[config.mk]
export PLATFORM = sky130hd
export DESIGN_NAME = ptrchk_add_unit
export DESIGN_NICKNAME = d
export VERILOG_FILES = /design/src/rtl/ptrchk_pkg.sv /design/src/rtl/ptrchk_decode.sv /design/src/rtl/ptrchk_operands.sv /design/src/rtl/ptrchk_tagcheck.sv /design/src/rtl/ptrchk_add_unit.sv
export SDC_FILE = /design/constraint.sdc
export NUM_CORES = 1
export LEC_CHECK = 0
export BUFFER_PORTS_ARGS = -buffer_cell sky130_fd_sc_hd__buf_2
export CAP_MARGIN = 0
export CORE_ASPECT_RATIO = 1.2
export CORE_MARGIN = 4
export CORE_UTILIZATION = 55
export CTS_CLUSTER_SIZE = 12
export DETAILED_ROUTE_END_ITERATION = 10
export HOLD_SLACK_MARGIN = 0.06
export PLACE_DENSITY = 0.93
export SETUP_SLACK_MARGIN = 0.02
export SLEW_MARGIN = 20
export SYNTH_ARGS = -nofsm -noshare
export SYNTH_HDL_FRONTEND = slang
export SYNTH_HIERARCHICAL = 1
export SYNTH_SLANG_ARGS = --single-unit
[constraint.sdc]
create_clock -name clk -period 9.05 [get_ports clk]
set_input_delay 1.3575 -clock clk [delete_from_list [all_inputs] [get_ports clk]]
set_output_delay 1.3575 -clock clk [all_outputs]
set_load 0.02 [all_outputs]
[src/rtl/ptrchk_pkg.sv]
package ptrchk_pkg;
    localparam int unsigned INSN_W  = 32;
    localparam int unsigned IDX_W   = 5;
    localparam int unsigned SHAMT_W = 3;
    localparam logic [IDX_W-1:0] IDX_SPECIAL = '1;

    // Opcode bits that must match, split around the operand fields
    localparam logic [10:0] OPC_HI  = 11'b10011010000;
    localparam logic [2:0]  OPC_MID = 3'b001;

    typedef enum logic [1:0] {
        WB_IDLE  = 2'd0,
        WB_GPR   = 2'd1,
        WB_SP    = 2'd2,
        WB_UNDEF = 2'd3
    } wb_state_e;

    typedef struct packed {
        logic               hit;
        logic [IDX_W-1:0]   dst;
        logic [IDX_W-1:0]   src_base;
        logic [IDX_W-1:0]   src_off;
        logic [SHAMT_W-1:0] shamt;
    } dec_fields_t;
endpackage

[src/rtl/ptrchk_decode.sv]
module ptrchk_decode
    import ptrchk_pkg::*;
(
    input  logic [INSN_W-1:0] insn,
    output dec_fields_t       fields
);
    always_comb begin
        fields.hit      = (insn[31:21] == OPC_HI) && (insn[15:13] == OPC_MID);
        fields.src_off  = insn[20:16];
        fields.shamt    = insn[12:10];
        fields.src_base = insn[9:5];
        fields.dst      = insn[4:0];
    end
endmodule

[src/rtl/ptrchk_operands.sv]
module ptrchk_operands
    import ptrchk_pkg::*;
#(
    parameter int unsigned XLEN = 64
) (
    input  logic [IDX_W-1:0]   base_idx,
    input  logic [IDX_W-1:0]   off_idx,
    input  logic [SHAMT_W-1:0] shamt,
    input  logic [XLEN-1:0]    base_rf,
    input  logic [XLEN-1:0]    off_rf,
    input  logic [XLEN-1:0]    sp_val,
    output logic [XLEN-1:0]    base,
    output logic [XLEN-1:0]    offset
);
    logic [XLEN-1:0] stage [SHAMT_W+1];

    // Base select: index 31 means the stack pointer
    assign base     = (base_idx == IDX_SPECIAL) ? sp_val : base_rf;
    // Offset source: index 31 reads as zero
    assign stage[0] = (off_idx == IDX_SPECIAL) ? '0 : off_rf;

    // Log-depth left shifter, one stage per shift-amount bit
    for (genvar k = 0; k < SHAMT_W; k++) begin : g_shift
        assign stage[k+1] = shamt[k] ? (stage[k] << (1 << k)) : stage[k];
    end

    assign offset = stage[SHAMT_W];
endmodule

[src/rtl/ptrchk_tagcheck.sv]
module ptrchk_tagcheck #(
    parameter int unsigned XLEN     = 64,
    parameter int unsigned TAG_W    = 8,
    parameter int unsigned FLIP_POS = 6
) (
    input  logic [XLEN-1:0] base,
    input  logic [XLEN-1:0] offset,
    output logic [XLEN-1:0] result,
    output logic            tag_bad
);
    localparam int unsigned LOW_W = XLEN - TAG_W;
    localparam logic [TAG_W-1:0] FLIP_MASK = TAG_W'(1) << FLIP_POS;

    logic [XLEN-1:0]  raw;
    logic [TAG_W-1:0] base_tag;

    assign raw      = base + offset;
    assign base_tag = base[XLEN-1 -: TAG_W];
    assign tag_bad  = raw[XLEN-1 -: TAG_W] != base_tag;
    assign result   = tag_bad ? {base_tag ^ FLIP_MASK, raw[LOW_W-1:0]} : raw;
endmodule

[src/rtl/ptrchk_add_unit.sv]
module ptrchk_add_unit
    import ptrchk_pkg::*;
#(
    parameter int unsigned XLEN     = 64,
    parameter int unsigned TAG_W    = 8,
    parameter int unsigned FLIP_POS = 6
) (
    input  logic             clk,
    input  logic             rst,
    input  logic             valid_i,
    input  logic [31:0]      insn_i,
    input  logic             feat_en_i,
    output logic [4:0]       rf_ra_addr_o,
    input  logic [XLEN-1:0]  rf_ra_data_i,
    output logic [4:0]       rf_rb_addr_o,
    input  logic [XLEN-1:0]  rf_rb_data_i,
    input  logic [XLEN-1:0]  sp_i,
    output logic             wb_gpr_en_o,
    output logic             wb_sp_en_o,
    output logic [4:0]       wb_idx_o,
    output logic [XLEN-1:0]  wb_data_o,
    output logic             undef_o
);
    dec_fields_t     dec;
    logic [XLEN-1:0] base_op, off_op, sum_chk;
    logic            tag_bad;
    wb_state_e       state_q, state_d;
    logic [4:0]      idx_q;
    logic [XLEN-1:0] data_q;

    ptrchk_decode u_dec (
        .insn   (insn_i),
        .fields (dec)
    );

    assign rf_ra_addr_o = dec.src_base;
    assign rf_rb_addr_o = dec.src_off;

    ptrchk_operands #(.XLEN(XLEN)) u_ops (
        .base_idx (dec.src_base),
        .off_idx  (dec.src_off),
        .shamt    (dec.shamt),
        .base_rf  (rf_ra_data_i),
        .off_rf   (rf_rb_data_i),
        .sp_val   (sp_i),
        .base     (base_op),
        .offset   (off_op)
    );

    ptrchk_tagcheck #(.XLEN(XLEN), .TAG_W(TAG_W), .FLIP_POS(FLIP_POS)) u_chk (
        .base    (base_op),
        .offset  (off_op),
        .result  (sum_chk),
        .tag_bad (tag_bad)
    );

    // Next-state selection
    always_comb begin
        if (!valid_i || !dec.hit)        state_d = WB_IDLE;
        else if (!feat_en_i)             state_d = WB_UNDEF;
        else if (dec.dst == IDX_SPECIAL) state_d = WB_SP;
        else                             state_d = WB_GPR;
    end

    // State and captured data
    always_ff @(posedge clk) begin
        if (rst) begin
            state_q <= WB_IDLE;
            idx_q   <= '0;
            data_q  <= '0;
        end else begin
            state_q <= state_d;
            idx_q   <= dec.dst;
            data_q  <= sum_chk;
        end
    end

    // Outputs decoded from the registered state
    always_comb begin
        wb_gpr_en_o = 1'b0;
        wb_sp_en_o  = 1'b0;
        undef_o     = 1'b0;
        unique case (state_q)
            WB_IDLE:  ;
            WB_GPR:   wb_gpr_en_o = 1'b1;
            WB_SP:    wb_sp_en_o  = 1'b1;
            WB_UNDEF: undef_o     = 1'b1;
            default:  ;
        endcase
    end

    assign wb_idx_o  = idx_q;
    assign wb_data_o = data_q;
endmodule

==> key figures, run 1 <==
Cells and area
  – Layout cells sized above 1: 0.359
  – Area Overhead vs Synth: 17.2%
  – Layout Nets: 1622
  – Final Non-Filler Cells: around 1600

Critical path
  – Setup CP Type: input port to register
  – Worst Path Required: roughly 9.3 ns
  – Crit. Startpoint: insn_i[11]
  – Crit-path max FO: 65
  – Worst setup path endpoint: wb_data_o[62]$_SDFF_PP0_
  – Crit path capture type: register
  – Worst setup SP type: input port
  – Arrival @ worst endpoint: between 6 and 7 ns

STA
  – Slew Viols, Final: 0
  – Sum Neg Setup Slack: 0 ns
  – Setup violators final: 0
  – Rel. slew slack: 0.280
  – Final min period: roughly 5.9 ns
  – Post-route clock period utilization: 0.650
  – Worst-Margin Slew: roughly 1.1 ns
  – Final Hold Violating Endpoints: 0
  – Unrepaired setup endpoints after global routing: false
  – Fmax: 170 MHz

Clocking
  – CTS tree: built
  – CTS Root Cell: clkbuf_16
  – CTS Buffer Depth: 2
  – Post-CTS Setup Repair Bufs: 0
  – Worst-path clk slew: about 0.060 ns
  – Hold-fix buffers, CTS: 0
  – Clock sinks: approximately 70
  – Post-CTS Resized: 0
  – H-tree Lvls: 3
  – Total CTS buffers: 9

Floorplan
  – Die width: 127 um
  – Die ar.: about 19000 sq um
  – Die H: around 150 um
  – Core area: around 17000 sq um
  – Initial Util: 0.559
  – FP Rows: 52
  – Ports: 310

Global routing
  – Overall routing resource usage: 0.325
  – Largest net degree at the start of global routing: 73
  – Global-route wire length before repair: just under 50000 um
  – Vias in the first global route: between 9000 and 10000
  – Total grt overflow: 0
  – Initial antenna violation count: 3

Synthesis
  – Synth Cell Area: ~9400 sq um
  – Synth Area per Inst: 8.49 sq um
  – Syn nets: 1397
  – Yosys warning total: 6
  – Cell count after synthesis: approximately 1100

Place
  – Placed Cells: between 1500 and 2000
  – RD Place Congestion: ~0.99
  – # port buffers: 309
  – Dpl hpwl: ~27000 um

Detailed routing
  – Router iterations before antenna repair: 5
  – Vias per cell: between 6 and 7
  – Final WL: about 33000 um
  – Vias: slightly below 10000
  – Post-route ant nets: 0
  – Residual DRC: 0
  – Drt wl/cell: about 21 um
  – DR iter-0 viols: 798

Worst hold path
  – Hold_sp: insn_i[0]
  – Worst Hold Class: input port to register

Power
  – Worst IR Drop VDD: approximately 83 uV
  – Static leakage: 5.18 nW
  – Pwr/cell area: 158 nW/um^2

Run status
  – Status: finished, final reports clean

Run
  – Number of max-cap violations: 0
power by group:
group,internal (W),switching (W)
Clock,0.000222,0.000151
Sequential,0.000370,0.0000120
Combinational,0.000398,0.000585
final cells by class:
| class | instances | area (sq um) |
|---|---|---|
| Inverter | 14 | 52.6 |
| Timing Repair Buffer | 312 | 1570 |
| Multi-Input combinational cell | 922 | 7370 |
| Tap cell | 216 | 270 |
| Sequential cell | 71 | 1420 |
| Clock inverter | 6 | 67.6 |
| Fill cell | 1440 | 5790 |
| Clock buffer | 10 | 239 |
| Antenna cell | 3 | 7.51 |
placed cells by master (no fill, tap or decap), drive strengths merged, types with 10 or more instances in the layout:
master and n:
o21a 17, nand4 30, xnor2 38, o22ai 56
nor2 49, mux2i 61, o21bai 11, o21ai 49
nor3 24, a21o 22, nand2 67, clkbuf 10
xor2 25, inv 15, ha 63, nor2b 77
dfxtp 71, nand3 11, a21oi 78, mux2 127
buf 312
metrics by stage:
step / util / hold WS, ns / setup slack [ns] / cell area [sq um] / total power (W)
6_report: 0.655 / 1.22 / 3.17 / 11000 / 0.00174
5_1_grt: 0.655 / 1.21 / 2.91 / 11000 / 0.00183
4_1_cts: 0.655 / 1.21 / 3.28 / 11000 / 0.00173
3_5_place_dp: 0.637 / 1.57 / 2.89 / 10700 / 0.00135
3_3_place_gp: 0.637 / 1.57 / 2.95 / 10700 / 0.00134
2_1_floorplan: - / 1.46 / 3.92 / 9390 / 0.00108
routing by layer:
metal,wire (um),global-route usage
met1,12600,0.374
met2,15900,0.571
met3,2100,0.0441
met5,0,0
met4,2130,0.200
critical path: stages:
cell and delay (ns):
buf_4 0.81, mux2_4 0.36, mux2i_1 0.31, o22ai_1 0.19
ha_1 0.49, nand2_1 0.15, nor4_2 0.38, o311ai_1 0.17
and3_1 0.19, a31o_1 0.29, or4_1 0.44, nand3_2 0.13
mux2i_1 0.24, nand4_2 0.13, mux2_4 0.30, nor2b_1 0.12
state kept, by name, indices dropped and copies added (netlist names):
register   count
wb_idx_o       5
wb_data_o     64
state_q        2
how the worst min path moves through the flow:
stage / endpoint / slack (ns) / cells past startpoint
after floorplan: state_q[0]$_SDFF_PP0_ / 1.46 / 1
after global placement: state_q[0]$_SDFF_PP0_ / 1.57 / 2
after CTS: state_q[0]$_SDFF_PP0_ / 1.21 / 2
after global routing: state_q[0]$_SDFF_PP0_ / 1.21 / 2
final: state_q[0]$_SDFF_PP0_ / 1.22 / 2
after detailed placement: state_q[0]$_SDFF_PP0_ / 1.57 / 2
Power figures use the tool's default switching activity.
==> inputs of run 2 (changes only) <==
--- a/config.mk
+++ b/config.mk
@@ -9,11 +9,11 @@
 export CAP_MARGIN = 0
 export CORE_ASPECT_RATIO = 1.2
 export CORE_MARGIN = 4
-export CORE_UTILIZATION = 55
+export CORE_UTILIZATION = 48
 export CTS_CLUSTER_SIZE = 12
 export DETAILED_ROUTE_END_ITERATION = 10
 export HOLD_SLACK_MARGIN = 0.06
-export PLACE_DENSITY = 0.93
+export PLACE_DENSITY = 0.86
 export SETUP_SLACK_MARGIN = 0.02
 export SLEW_MARGIN = 20
 export SYNTH_ARGS = -nofsm -noshare
==> constraint.sdc (replaced) <==
create_clock -name clk -period 4.7 [get_ports clk]
set_input_delay 0.705 -clock clk [delete_from_list [all_inputs] [get_ports clk]]
set_output_delay 0.705 -clock clk [all_outputs]
set_load 0.02 [all_outputs]
==> key figures, run 2 (synthesized netlist as in run 1, its figures left out) <==
Clocking
  – Clock sinks: 71 (unchanged)
  – CTS tree: built
  – Hold-fix buffers, CTS: 0 (unchanged)
  – CTS Root Cell: clkbuf_16
  – Total CTS buffers: 9 (unchanged)
  – CTS Buffer Depth: 2 (unchanged)
  – H-tree Lvls: 3 (unchanged)
  – Worst-path clk slew: 0.06 ns (about the same)

Critical path
  – Crit-path max FO: 15 (-77%)
  – Worst setup path endpoint: wb_data_o[62]$_SDFF_PP0_
  – Critical-path top delay cell: ha_1
  – Setup CP Type: input port to register
  – Critical path's largest stage delay: 0.43 ns (-0.38 ns)
  – Arrival @ worst endpoint: 4.76 ns (-1.33 ns)
  – Crit. Startpoint: insn_i[11]
  – Crit path capture type: register
  – Cell count along the critical path: 17 (+1)
  – Worst setup SP type: input port
  – Delay-heaviest family, CP: compound AO/OA/AOI/OAI gates
  – Crit path buffers/inverters: 3 (+2)
  – Worst-path cell chain: buf_4, buf_12, mux2_4, mux2i_1, o22ai_1, ha_1, nand2_1, a21oi_1, o31ai_1, a31oi_1, a211oi_2, buf_4, o211ai_1, a41oi_1, xnor2_1, mux2_4, nor2b_1
  – Worst Path Required: 4.91 ns (-4.35 ns)

Detailed routing
  – Drt wl/cell: 19.8 um (-6.0%)
  – Vias per cell: 5.83 (-7.6%)
  – Met3 WL: 2460 um (+17%)
  – DR iter-0 viols: 666 (-17%)
  – M1 WL: 13300 um (+5.2%)
  – Post-route ant nets: 0 (unchanged)
  – Residual DRC: 0 (unchanged)
  – WL met2: 17500 um (+10%)
  – Vias: 10500 (+6.7%)
  – Final WL: 35500 um (+8.6%)
  – Router iterations before antenna repair: 5 (unchanged)
  – Top Layer Used: met4

STA
  – Fmax: ~220 MHz
  – Rel. slew slack: 0.504 (+0.223)
  – Slew Viols, Final: 0 (unchanged)
  – Final Hold Violating Endpoints: 0 (unchanged)
  – Sum Neg Setup Slack: 0 ns (unchanged)
  – Unrepaired setup endpoints after global routing: false
  – Setup violators final: 0 (unchanged)
  – Post-route clock period utilization: 0.967
  – Final hold slack: 0.557 ns (-0.660 ns)
  – Final min period: 4.55 ns
  – Worst-Margin Slew: 0.744 ns (-0.335 ns)

Floorplan
  – Core area: 19100 sq um (+14%)
  – Ports: 310 (unchanged)
  – Die width: 136 um (+6.6%)
  – Die H: 161 um (+6.7%)
  – FP Rows: 55 (+5.8%)
  – Initial Util: 0.492 (-0.0668)
  – Die ar.: 21900 sq um (+14%)

Global routing
  – Overall routing resource usage: 0.314 (-0.0115)
  – Vias in the first global route: 10500 (+8.1%)
  – Global-route wire length before repair: 54400 um (+9.6%)
  – Largest net degree at the start of global routing: 47 (-36%)
  – Total grt overflow: 0 (unchanged)
  – Initial antenna violation count: 8 (+5)

Cells and area
  – Max FFs per register: 64 (unchanged)
  – Area Overhead vs Synth: 35.1%
  – Most common cell after layout, fill and taps aside: buf_2
  – Final core utilization: 0.665 (+0.0101)
  – Most frequent cells in the layout: buf_2 (307), buf_4 (186), nor2b_1 (77), a21oi_1 (77), dfxtp_1 (71)
  – Layout Nets: 1817 (+12%)
  – Fin area: 12700 sq um (+15%)
  – Layout cells sized above 1: 0.441 (+0.0824)

Power
  – Pwr/cell area: 288 nW/um^2 (+83%)
  – Static leakage: 6.18 nW (+19%)
  – Worst IR Drop VDD: 182 uV (+120%)

Run status
  – Status: finished, final reports clean

Run
  – Number of max-cap violations: 0 (unchanged)

Worst hold path
  – Hold path depth: 2 (unchanged)
  – Worst Hold Class: input port to register

Place
  – # port buffers: 309 (unchanged)
  – DP Area: 12400 sq um (+16%)
  – Dpl hpwl: 29900 um (+12%)
  – RD Place Congestion: 1.02 (+3.1%)
## run 2: cell types whose count changed in the layout (fill, tap and decap cells not counted), sizes merged
| cell | before | now |
|---|---|---|
| buf | 312 | 507 |
| diode | 3 | 8 |
| clkinv | 2 | 4 |
| bufinv | 1 | 0 |
| clkinvlp | 2 | 1 |
## run 2: worst min-delay path by stage
stage,slack (ns),from,end
global route,0.56,insn_i[0],state_q[0]$_SDFF_PP0_
detailed placement,0.92,insn_i[0],state_q[0]$_SDFF_PP0_
CTS,0.54,insn_i[0],state_q[0]$_SDFF_PP0_
floorplan,0.81,feat_en_i,state_q[0]$_SDFF_PP0_
finish,0.56,insn_i[0],state_q[0]$_SDFF_PP0_
global placement,0.91,insn_i[0],state_q[0]$_SDFF_PP0_
## run 2: cell type report
type / instances / area, sq um
clock buffer: 10 / 239
clock inverter: 6 / 43.8
multi-input combinational: 922 / 7370
antenna: 8 / 20.0
sequential: 71 / 1420
timing repair buffer: 507 / 3210
inverter: 14 / 52.6
fill: 1624 / 6380
tap: 256 / 320
## run 2: metrics by stage
step                      total power [W]  std cells  setup WS [ns]
after floorplan                   0.00209       1105          0.218
final                             0.00366       1794          0.155
after detailed placement          0.00294       1769         -0.140
after global routing              0.00387       1794         0.0536
after CTS                         0.00364       1785          0.203
after global placement            0.00291       1769         -0.100
## run 2: metal layers
| metal | global-route usage | vias up |
|---|---|---|
| li1 | - | 4955 |
| met1 | 0.347 | 4839 |
| met2 | 0.564 | 537 |
| met3 | 0.0486 | 134 |
| met4 | 0.181 | 0 |
| met5 | 0 | - |
## run 2: power by group
| group | internal, W | switching [W] | leakage, nW | total, W |
|---|---|---|---|---|
| combinational | 0.00104 | 0.00120 | 5.45 | 0.00224 |
| clock | 0.000374 | 0.000310 | 0.139 | 0.000685 |
| sequential | 0.000712 | 0.0000231 | 0.591 | 0.000735 |
## run 2: what timing repair did
action                     in CTS  in global routing
resized for setup               0                  1
buffers inserted                0                  1
setup endpoints to repair       0                  1
==> inputs of run 3 (changes only) <==
--- a/config.mk
+++ b/config.mk
@@ -14,6 +14,7 @@
 export DETAILED_ROUTE_END_ITERATION = 10
 export HOLD_SLACK_MARGIN = 0.06
 export PLACE_DENSITY = 0.86
+export REMOVE_ABC_BUFFERS = 1
 export SETUP_SLACK_MARGIN = 0.02
 export SLEW_MARGIN = 20
 export SYNTH_ARGS = -nofsm -noshare
==> key figures, run 3 (synthesized netlist as in run 1, its figures left out) <==
Run status
  – Status: finished, final reports clean

Clocking
  – Total CTS buffers: 9 (unchanged)
  – CTS Root Cell: clkbuf_16
  – Post-CTS Setup Repair Bufs: 0 (unchanged)
  – H-tree Lvls: 3 (unchanged)
  – CTS tree: built
  – Worst-path clk slew: 0.07 ns (about the same)
  – Post-CTS Resized: 0 (unchanged)
  – Hold-fix buffers, CTS: 0 (unchanged)
  – CTS Buffer Depth: 2 (unchanged)
  – Clock sinks: 71 (unchanged)

Detailed routing
  – Vias: 10100 (-3.5%)
  – Vias per cell: 5.84 (about the same)
  – Final WL: 33800 um (-4.8%)
  – Drt wl/cell: 19.6 um (-1.2%)
  – Post-route ant nets: 0 (unchanged)
  – DR iter-0 viols: 785 (+18%)
  – Residual DRC: 0 (unchanged)
  – Router iterations before antenna repair: 7 (+2)

Power
  – Clock share of power: 0.215 (+0.028)
  – Flop pwr share: 0.201 (about the same)
  – Worst IR Drop VDD: 180 uV (-0.88%)
  – Static leakage: 5.89 nW (-4.6%)
  – Pint: 0.00216 W (+1.5%)
  – Pwr/cell area: 301 nW/um^2 (+4.5%)
  – Psw: 0.00152 W (-0.95%)
  – Net Sw Frac: 0.414 (-0.00599)
  – Logic pwr share: 0.584 (-0.028)

Place
  – RD Place Congestion: 0.987 (-3.7%)
  – DP Area: 11900 sq um (-4.0%)
  – Dpl hpwl: 28500 um (-4.6%)
  – Placed Cells: 1712 (-3.2%)
  – # port buffers: 309 (unchanged)

Critical path
  – Critical path's largest stage delay: 0.34 ns (-0.09 ns)
  – Crit path capture type: register
  – Arrival @ worst endpoint: 4.66 ns (-0.10 ns)
  – Worst Path Required: 4.93 ns (+0.02 ns)
  – Setup CP Type: input port to register
  – Worst setup SP type: input port
  – Crit-path max FO: 35 (+20)
  – Critical-path top delay cell: mux2_4
  – Worst-path cell chain: buf_4, buf_12, mux2_4, mux2i_1, o32ai_1, ha_1, buf_4, a21oi_1, o21ai_0, a41oi_1, a31oi_1, a21oi_1, nor3b_1, nor3_1, and4bb_1, nand4_2, mux2_4, nor2b_1

Floorplan
  – Ports: 310 (unchanged)
  – Die ar.: 21900 sq um (unchanged)
  – Die width: 136 um (unchanged)
  – Core area: 19100 sq um (unchanged)
  – FP Rows: 55 (unchanged)
  – Initial Util: 0.492 (unchanged)
  – Die H: 161 um (unchanged)

Global routing
  – Largest net degree at the start of global routing: 43 (-8.5%)
  – Initial antenna violation count: 1 (-7)
  – Overall routing resource usage: 0.293 (-0.0206)
  – Global-route wire length before repair: 51600 um (-5.1%)
  – Vias in the first global route: 10300 (-1.6%)
  – Total grt overflow: 0 (unchanged)

STA
  – Final min period: 4.43 ns (-0.116 ns)
  – Slew Viols, Final: 0 (unchanged)
  – Fmax: 226 MHz (+2.6%)
  – Unrepaired setup endpoints after global routing: false
  – Final Hold Violating Endpoints: 0 (unchanged)
  – Rel. slew slack: 0.460 (-0.0440)
  – Worst-Margin Slew: 0.810 ns (+0.0660 ns)
  – Setup violators final: 0 (unchanged)
  – Post-route clock period utilization: 0.942 (-0.0247)
  – Sum Neg Setup Slack: 0 ns (unchanged)

Cells and area
  – Layout cells sized above 1: 0.418 (-0.0227)
  – Max FFs per register: 64 (unchanged)
  – Area Overhead vs Synth: 30.0%
  – Most frequent cells in the layout: buf_2 (307), buf_4 (133), nor2b_1 (77), a21oi_1 (77), dfxtp_1 (71)
  – Layout Nets: 1759 (-3.2%)
  – Most common cell after layout, fill and taps aside: buf_2
  – Final Non-Filler Cells: 1729 (-3.6%)
  – Fin area: 12200 sq um (-3.8%)

Run
  – Number of max-cap violations: 0 (unchanged)

Worst hold path
  – Worst Hold Class: input port to register
==> run 3: cell count changes in the layout (fill, tap and decap cells not counted), sizes merged <==
cell      delta
bufinv       +2
clkbuf       -1
inv          +2
diode        -7
buf         -58
clkinv       -2
clkinvlp     -1
==> run 3: final timing paths <==
kind	from	end	slack (ns)	depth (start not counted)
worst min-delay path	feat_en_i	state_q[0]$_SDFF_PP0_	0.55	2
worst max-delay path	insn_i[11]	wb_data_o[62]$_SDFF_PP0_	0.27	18
==> run 3: critical path: cells and delay by family <==
family | cells | cell delay [ns]
AO/OA/AOI/OAI | 6 | 1.35
buffers and inverters | 3 | 0.56
AND/OR/NAND/NOR | 5 | 0.81
multiplexers | 3 | 0.86
adder cells (fa/ha/maj) | 1 | 0.34
==> run 3: per-layer routing <==
layer	wire, um	track usage	up-vias
met3	2300	0.0430	79
met4	1120	0.109	0
met1	13000	0.334	4734
met2	17400	0.547	462
met5	0	0	-
li1	-	-	4820
==> run 3: cell type report <==
| type | instances | area, sq um |
|---|---|---|
| Clock buffer | 9 | 225 |
| Fill cell | 1598 | 6860 |
| Clock inverter | 7 | 103 |
| Timing Repair Buffer | 449 | 2720 |
| Sequential cell | 71 | 1420 |
| Antenna cell | 1 | 2.50 |
| Tap cell | 256 | 320 |
| Multi-Input combinational cell | 922 | 7360 |
| Inverter | 14 | 52.6 |
==> run 3: through the flow <==
step | hold slack (ns) | util | total power [W] | setup slack (ns)
after CTS | 0.549 | 0.640 | 0.00366 | 0.356
after global placement | 0.926 | 0.623 | 0.00283 | 0.0708
after floorplan | 0.777 | - | 0.00201 | -1.20
after global routing | 0.559 | 0.640 | 0.00388 | 0.0535
final | 0.554 | 0.640 | 0.00368 | 0.271
after detailed placement | 0.919 | 0.623 | 0.00285 | -0.00143
==> run 3: power groups by stage <==
stage               combinational [W]  sequential (W)  clock (W)
floorplan                     0.00111        0.000897          0
global placement              0.00208        0.000749          0
detailed placement            0.00210        0.000750          0
CTS                           0.00212        0.000738   0.000801
global route                  0.00230        0.000748   0.000830
finish                        0.00215        0.000737   0.000792
